`config.mk`:
```
export PLATFORM = sky130hd
export DESIGN_NAME = max3_strip_filter
export DESIGN_NICKNAME = d
export VERILOG_FILES = /design/src/rtl/max3_pkg.sv /design/src/rtl/max3_linebuf.sv /design/src/rtl/max3_vert.sv /design/src/rtl/max3_horiz.sv /design/src/rtl/max3_seq.sv /design/src/rtl/max3_strip_filter.sv
export SDC_FILE = /design/constraint.sdc
export NUM_CORES = 2
export LEC_CHECK = 0
export ABC_CLOCK_PERIOD_IN_PS = 5100
export BUFFER_PORTS_ARGS = -buffer_cell sky130_fd_sc_hd__buf_2
export CORE_MARGIN = 3
export CORE_UTILIZATION = 63
export DETAILED_ROUTE_END_ITERATION = 8
export PLACE_DENSITY = 0.79
export SETUP_SLACK_MARGIN = 0.4
export SLEW_MARGIN = 20
export SYNTH_ARGS = -nofsm -noshare
export SYNTH_HDL_FRONTEND = slang
export SYNTH_SLANG_ARGS = --single-unit
```
`constraint.sdc`:
```
create_clock -name clk -period 5.1 [get_ports clk]
set_clock_uncertainty 0.1 [all_clocks]
set_input_delay 0.51 -clock clk [delete_from_list [all_inputs] [get_ports clk]]
set_output_delay 0.51 -clock clk [all_outputs]
set_load 0.02 [all_outputs]
```
`src/rtl/max3_pkg.sv`:
```
package max3_pkg;

    localparam int PIX_W  = 8;
    localparam int LANES  = 4;
    localparam int ROWS   = LANES + 2;
    localparam int WORD_W = PIX_W * LANES;
    localparam int KEEP_W = 2 * PIX_W;

    typedef logic [PIX_W-1:0] pix_t;

    typedef enum logic [1:0] {
        ST_IDLE  = 2'd0,
        ST_RUN   = 2'd1,
        ST_DRAIN = 2'd2
    } seq_state_e;

    function automatic pix_t pix_max(input pix_t a, input pix_t b);
        return (a > b) ? a : b;
    endfunction

endpackage

```
`src/rtl/max3_linebuf.sv`:
```
module max3_linebuf #(
    parameter int AW = 8,
    parameter int DW = 16
) (
    input  logic          clk,
    input  logic          we,
    input  logic [AW-1:0] waddr,
    input  logic [DW-1:0] wdata,
    input  logic [AW-1:0] raddr,
    output logic [DW-1:0] rdata
);
    localparam int DEPTH = 1 << AW;

    logic [DW-1:0] store [DEPTH];
    logic [DW-1:0] rdata_q;

    // Two-port storage: one write and one registered read per cycle
    always_ff @(posedge clk) begin
        if (we) begin
            store[waddr] <= wdata;
        end
        rdata_q <= store[raddr];
    end

    assign rdata = rdata_q;
endmodule

```
`src/rtl/max3_vert.sv`:
```
module max3_vert
    import max3_pkg::*;
(
    input  logic [KEEP_W-1:0] kept_rows,
    input  logic [WORD_W-1:0] new_rows,
    output logic [WORD_W-1:0] vmax
);
    pix_t col [ROWS];

    // Column slot 0/1 come from the line store, slots 2..5 from memory
    assign col[0] = kept_rows[PIX_W-1:0];
    assign col[1] = kept_rows[KEEP_W-1:PIX_W];

    for (genvar r = 0; r < LANES; r++) begin : g_fresh
        assign col[r+2] = new_rows[r*PIX_W +: PIX_W];
    end

    for (genvar i = 0; i < LANES; i++) begin : g_lane
        assign vmax[i*PIX_W +: PIX_W] = pix_max(pix_max(col[i], col[i+1]), col[i+2]);
    end
endmodule

```
`src/rtl/max3_horiz.sv`:
```
module max3_horiz
    import max3_pkg::*;
(
    input  logic              clk,
    input  logic              rst_n,
    input  logic              shift_en,
    input  logic              emit,
    input  logic [WORD_W-1:0] vmax_in,
    output logic [WORD_W-1:0] out_word
);
    typedef struct packed {
        logic [WORD_W-1:0] v0;
        logic [WORD_W-1:0] v1;
        logic [WORD_W-1:0] v2;
        logic [WORD_W-1:0] out;
    } hz_t;

    hz_t q, d;
    logic [WORD_W-1:0] hmax;

    for (genvar i = 0; i < LANES; i++) begin : g_lane
        assign hmax[i*PIX_W +: PIX_W] =
            pix_max(pix_max(q.v0[i*PIX_W +: PIX_W], q.v1[i*PIX_W +: PIX_W]),
                    q.v2[i*PIX_W +: PIX_W]);
    end

    always_comb begin
        d = q;
        if (shift_en) begin
            d.v0 = vmax_in;
            d.v1 = q.v0;
            d.v2 = q.v1;
        end
        if (emit) begin
            d.out = hmax;
        end
    end

    always_ff @(posedge clk or negedge rst_n) begin
        if (!rst_n) begin
            q <= '0;
        end else begin
            q <= d;
        end
    end

    assign out_word = q.out;
endmodule

```
`src/rtl/max3_seq.sv`:
```
module max3_seq
    import max3_pkg::*;
#(
    parameter int ADDR_W  = 16,
    parameter int WIDTH_W = 9,
    parameter int STRIP_W = 8,
    parameter int LB_AW   = 8
) (
    input  logic               clk,
    input  logic               rst_n,
    input  logic               start,
    input  logic [WIDTH_W-1:0] cfg_width,
    input  logic [STRIP_W-1:0] cfg_strips,
    input  logic [ADDR_W-1:0]  cfg_src,
    input  logic [ADDR_W-1:0]  cfg_dst,
    output logic               busy,
    output logic               done,
    output logic               rd_en,
    output logic [ADDR_W-1:0]  rd_addr,
    output logic [LB_AW-1:0]   lb_raddr,
    output logic               lb_we,
    output logic [LB_AW-1:0]   lb_waddr,
    output logic               shift_en,
    output logic               emit,
    output logic               wr_en,
    output logic [ADDR_W-1:0]  wr_addr
);
    typedef struct packed {
        seq_state_e         st;
        logic [WIDTH_W-1:0] width;
        logic [STRIP_W-1:0] strips;
        logic [ADDR_W-1:0]  rd_addr;
        logic [ADDR_W-1:0]  wr_addr;
        logic [WIDTH_W-1:0] col;
        logic [STRIP_W:0]   pass;
        logic               s1_v;
        logic               s1_prime;
        logic               s1_last;
        logic [WIDTH_W-1:0] s1_col;
        logic               s2_v;
        logic               s2_prime;
        logic               s2_last;
        logic [WIDTH_W-1:0] s2_col;
        logic               out_v;
        logic               out_last;
        logic               done;
    } seq_t;

    seq_t q, d;
    logic issue, col_end, pass_end, emit_c;

    always_comb begin
        d        = q;
        d.done   = 1'b0;
        issue    = (q.st == ST_RUN);
        col_end  = (q.col == q.width - 1'b1);
        pass_end = (q.pass == {1'b0, q.strips});
        emit_c   = q.s2_v && !q.s2_prime && (q.s2_col >= WIDTH_W'(2));

        // tag pipeline: issue -> data arrival -> vertical stage -> write port
        d.s1_v     = issue;
        d.s1_prime = (q.pass == '0);
        d.s1_col   = q.col;
        d.s1_last  = issue && col_end && pass_end;
        d.s2_v     = q.s1_v;
        d.s2_prime = q.s1_prime;
        d.s2_col   = q.s1_col;
        d.s2_last  = q.s1_last;
        d.out_v    = emit_c;
        d.out_last = q.s2_last;

        if (q.out_v) begin
            d.wr_addr = q.wr_addr + 1'b1;
        end

        unique case (q.st)
            ST_IDLE: begin
                if (start) begin
                    if ((cfg_width < WIDTH_W'(3)) || (cfg_strips == '0)) begin
                        d.done = 1'b1;
                    end else begin
                        d.st      = ST_RUN;
                        d.width   = cfg_width;
                        d.strips  = cfg_strips;
                        d.rd_addr = cfg_src;
                        d.wr_addr = cfg_dst;
                        d.col     = '0;
                        d.pass    = '0;
                    end
                end
            end
            ST_RUN: begin
                d.rd_addr = q.rd_addr + 1'b1;
                if (col_end) begin
                    d.col  = '0;
                    d.pass = q.pass + 1'b1;
                    if (pass_end) begin
                        d.st = ST_DRAIN;
                    end
                end else begin
                    d.col = q.col + 1'b1;
                end
            end
            ST_DRAIN: begin
                if (q.out_v && q.out_last) begin
                    d.st   = ST_IDLE;
                    d.done = 1'b1;
                end
            end
            default: d.st = ST_IDLE;
        endcase
    end

    always_ff @(posedge clk or negedge rst_n) begin
        if (!rst_n) begin
            q <= '0;
        end else begin
            q <= d;
        end
    end

    assign busy     = (q.st != ST_IDLE);
    assign done     = q.done;
    assign rd_en    = issue;
    assign rd_addr  = q.rd_addr;
    assign lb_raddr = q.col[LB_AW-1:0];
    assign lb_we    = q.s1_v;
    assign lb_waddr = q.s1_col[LB_AW-1:0];
    assign shift_en = q.s1_v;
    assign emit     = emit_c;
    assign wr_en    = q.out_v;
    assign wr_addr  = q.wr_addr;
endmodule

```
`src/rtl/max3_strip_filter.sv`:
```
module max3_strip_filter
    import max3_pkg::*;
#(
    parameter int ADDR_W    = 16,
    parameter int MAX_WIDTH = 256,
    parameter int STRIP_W   = 8,
    localparam int WIDTH_W  = $clog2(MAX_WIDTH + 1)
) (
    input  logic               clk,
    input  logic               rst_n,
    input  logic               start,
    input  logic [WIDTH_W-1:0] cfg_width,
    input  logic [STRIP_W-1:0] cfg_strips,
    input  logic [ADDR_W-1:0]  cfg_src,
    input  logic [ADDR_W-1:0]  cfg_dst,
    output logic               busy,
    output logic               done,
    output logic               rd_en,
    output logic [ADDR_W-1:0]  rd_addr,
    input  logic [31:0]        rd_data,
    output logic               wr_en,
    output logic [ADDR_W-1:0]  wr_addr,
    output logic [31:0]        wr_data
);
    localparam int LB_AW = $clog2(MAX_WIDTH);

    logic [LB_AW-1:0]  lb_raddr, lb_waddr;
    logic              lb_we, shift_en, emit;
    logic [KEEP_W-1:0] kept_rows;
    logic [WORD_W-1:0] vmax;

    max3_seq #(
        .ADDR_W (ADDR_W),
        .WIDTH_W(WIDTH_W),
        .STRIP_W(STRIP_W),
        .LB_AW  (LB_AW)
    ) u_seq (
        .clk       (clk),
        .rst_n     (rst_n),
        .start     (start),
        .cfg_width (cfg_width),
        .cfg_strips(cfg_strips),
        .cfg_src   (cfg_src),
        .cfg_dst   (cfg_dst),
        .busy      (busy),
        .done      (done),
        .rd_en     (rd_en),
        .rd_addr   (rd_addr),
        .lb_raddr  (lb_raddr),
        .lb_we     (lb_we),
        .lb_waddr  (lb_waddr),
        .shift_en  (shift_en),
        .emit      (emit),
        .wr_en     (wr_en),
        .wr_addr   (wr_addr)
    );

    // bottom two rows of each fetched word are kept for the next strip
    max3_linebuf #(
        .AW(LB_AW),
        .DW(KEEP_W)
    ) u_linebuf (
        .clk  (clk),
        .we   (lb_we),
        .waddr(lb_waddr),
        .wdata(rd_data[WORD_W-1:WORD_W-KEEP_W]),
        .raddr(lb_raddr),
        .rdata(kept_rows)
    );

    max3_vert u_vert (
        .kept_rows(kept_rows),
        .new_rows (rd_data),
        .vmax     (vmax)
    );

    max3_horiz u_horiz (
        .clk     (clk),
        .rst_n   (rst_n),
        .shift_en(shift_en),
        .emit    (emit),
        .vmax_in (vmax),
        .out_word(wr_data)
    );
endmodule

```
==> flow_summary.toml <==
[clock_network]
clock_latency_ns = 0.98
cts_setup_buffers = 0
clk_pin_slew_ns = 0.06
cts_buffers = 417
htree_levels = 5
cts_tree = "yes"
cts_root_buf = "clkbuf_16"
clock-sinks = 4335
clockBufferDepth = 4

[die]
die-area_um2 = 279000
dieHeight_um = 529
rows = 191
pin_count = 152
core-area_um2 = 271000
die_w_um = 529
initial_core_util = 0.634

[status]
outcome = "finished with violations"
violations = "design-rule violations"

[finish]
drive_gt1_frac = 0.246
regArea_um2 = 129000
fin_nets = 9536
area_growth_pct = 12.6
final_area_um2 = 194000
multi_input_area_um2 = 39600
nFillCells = 14900
fin_util = 0.714

[synthesis]
synth_cell_types = 80
synth_ff_type = "edfxtp_1"
synth_top_area_frac = 0.715
ys_seq_area_frac = 0.749
syn_area_um2 = 172000
synthArstFlopShare = 0.0514
yosys.area_share.xor_xnor = 0.00188
synth_area_leader_cell = "edfxtp_1"
synthCells = 8677
synth_adder_area_share = 0.00974
ys_seq_elements = 4335
synth.area.top_cells = "edfxtp_1 71%, mux4_2 12%, dfrtp_1 3.2%"
synth_compound_area_frac = 0.0409
synth_top_family_by_area = "multiplexers"
yosys_warnings = 0
yosys.area_share.simple = 0.0282
syn_avg_cell_area_um2 = 19.8
muxShareOfSynthArea = 0.148
synth_edf_count = 4096
syn_nets = 8895

[detailed_routing]
route.met2.wl_um = 228000
drtPass1Iterations = 9
drt_iter0_drc = 17000
top_layer_used = "met5"
drc = 2
wl_um = 504000
met1_length_um = 161000
ant_nets = 0
wl_met3_um = 78900
wire_per_inst_um = 38.0
vias_per_cell = 7.29
vias = 96700

[power_and_ir_drop]
p_per_area_nw_per_um2 = 564
p_leak_nw = 64.7
p_sw_frac = 0.342
p_int_w = 0.0719
ir_worst_vdd_mv = 0.521
power_frac_comb = 0.330
power_switching_w = 0.0373
clkPwrFrac = 0.287
power.total_w = 0.109
pwr-share-seq = 0.382

[timing]
finalCriticalPeriod_ns = 4.55
hold_viol = 0
fin_setup_tns_ns = 0
setup_ws_ns = 0.554
setup_viol = 0
period_share = 0.891
rsz0062_at_grt = "false"
max_slew_margin = 0.120
fmax_ghz = 0.220
tightest_slew_ns = 1.32
slew_viol_final = 0

[setup_path]
worstPathMaxFanout = 45
cp_slowest_cell = "dfrtp_4"
cp.arrival_ns = 5.28
path_cells = "buf_4, buf_12, mux4_1, a22oi_1, a21oi_1, a211oi_1, or4_1, o21ai_1"
cpPeakStageDelay_ns = 0.97
worst_ep_required_time_ns = 5.84
worst-setup-path-type = "register to register"
end_kind = "register"
crit_path_start_kind = "register"

[grt]
antenna_found_initial = 53
grt_pass1_vias = 95500
grt_max_degree = 176
grt_remaining_overflow = 0
grt_util_all_layers = 0.361
grt_first_pass_wirelength_um = 712000

[hold_path]
min_path_type = "primary input to asynchronous set/reset pin"

[placement]
dp_slack_ns = 0.509
hpwl_um = 294000
place.gp.congestion = 0.928
portBuffers = 151
postPlaceCellArea_um2 = 179000

[run]
max-cap-violations = 0
==> timing repair <==
item | CTS | global route
resized for setup | 0 | 2
hold buffers | 74 | 0
setup endpoints to repair | 0 | 8
endpoints found under the hold margin | 235 | 0
==> power groups by stage <==
| stage | Sequential, W | Clock [W] | Combinational (W) |
|---|---|---|---|
| floorplan | 0.0416 | 0 | 0.0220 |
| global placement | 0.0423 | 0 | 0.0336 |
| detailed placement | 0.0424 | 0 | 0.0343 |
| CTS | 0.0417 | 0.0314 | 0.0350 |
| global route | 0.0418 | 0.0327 | 0.0369 |
| finish | 0.0418 | 0.0314 | 0.0361 |
==> synth_stat cells, drive strengths merged (47+ instances only) <==
| cell | n |
|---|---|
| inv | 123 |
| nor2 | 365 |
| dfrtp | 223 |
| clkbuf | 211 |
| o221ai | 58 |
| mux2i | 454 |
| ha | 134 |
| o21ai | 182 |
| nand2 | 309 |
| o22ai | 76 |
| nand3 | 90 |
| a21oi | 167 |
| nor2b | 65 |
| mux4 | 900 |
| mux2 | 57 |
| a22oi | 139 |
| edfxtp | 4096 |
| a221oi | 56 |
| buf | 338 |
| a211oi | 53 |
| and3 | 47 |
==> worst max-delay path, delay by kind of cell (launching register included) <==
kind | cells | cell delay (ns)
AOI/OAI and AO/OA | 4 | 1.82
buffers and inverters | 2 | 0.57
and+or+nand+nor | 1 | 0.42
DFF | 1 | 0.97
muxes | 1 | 0.39
==> cells in the final DEF (no fill, tap or decap), types with 35 or more instances in the layout <==
master and n:
edfxtp_1 4096, a221oi_1 56, clkbuf_8 35, a211o_1 41, buf_12 48, a22oi_1 139
and3_1 47, clkinv_1 81, inv_1 121, buf_4 497, nand4_1 41, nor2_2 39
o221ai_1 57, o21ai_0 179, clkbuf_16 422, ha_1 134, mux2_2 57, nand2_1 309
dlygate4sd3_1 74, buf_2 134, nor2b_1 61, mux2i_1 454, a21oi_1 165, dfrtp_1 214
mux4_2 889, clkinv_2 85, nor3_1 45, o22ai_1 76, nand3_1 88, a211oi_1 53
clkbuf_1 75, bufinv_16 47, nor2_1 318
==> stage by stage <==
stage	hold WS, ns	cells
after floorplan	0.114	8677
after global placement	0.239	12400
after detailed placement	0.235	12400
after CTS	0.00877	13200
after global routing	0.0392	13200
final	0.0469	13300
==> worst paths after layout <==
check,end,slack [ns],depth (start not counted),start
min in group clk,u_linebuf.store[86][13],0.05,1,rd_data[29]
setup / recovery,u_linebuf.rdata[11],0.55,8,u_seq.lb_raddr[1]
setup reg to reg,u_linebuf.rdata[11],0.55,8,u_seq.lb_raddr[1]
max in group asynchronous,u_seq.lb_raddr[4],3.43,3,rst_n
hold reg to reg,u_seq.q[11],0.25,0,u_seq.d[11]
hold / removal,u_horiz.out_word[12],0.05,2,rst_n
==> logic make-up after synthesis <==
kind of cell	count (synthesis)
adder cells (fa/ha/maj)	134
buffers and inverters	673
multiplexers	1411
flip-flops	4335
AND/OR/NAND/NOR	1063
XOR/XNOR	37
AO/OA/AOI/OAI	1024
==> registers in the layout (all words and copies together) (netlist names), 16 cells and up <==
name,cells
u_linebuf.store,4096
u_seq.wr_addr,16
u_seq.rd_addr,16
u_horiz.q,96
u_seq.q,39
u_horiz.out_word,32
u_linebuf.rdata,16
==> final cells by class <==
cell class                 count  area share
antenna                       23    0.000297
clock buffer                 516      0.0573
clock inverter               256      0.0139
inverter                     124     0.00242
multi-input combinational   3669       0.205
sequential                  4335       0.666
tap                         3570      0.0231
timing repair buffer         771      0.0328
==> layer usage <==
metal,up-vias,track usage
met2,9062,0.537
met4,38,0.205
met1,48900,0.466
met5,-,0
met3,1866,0.131
li1,36900,-
Power figures use the tool's default switching activity.
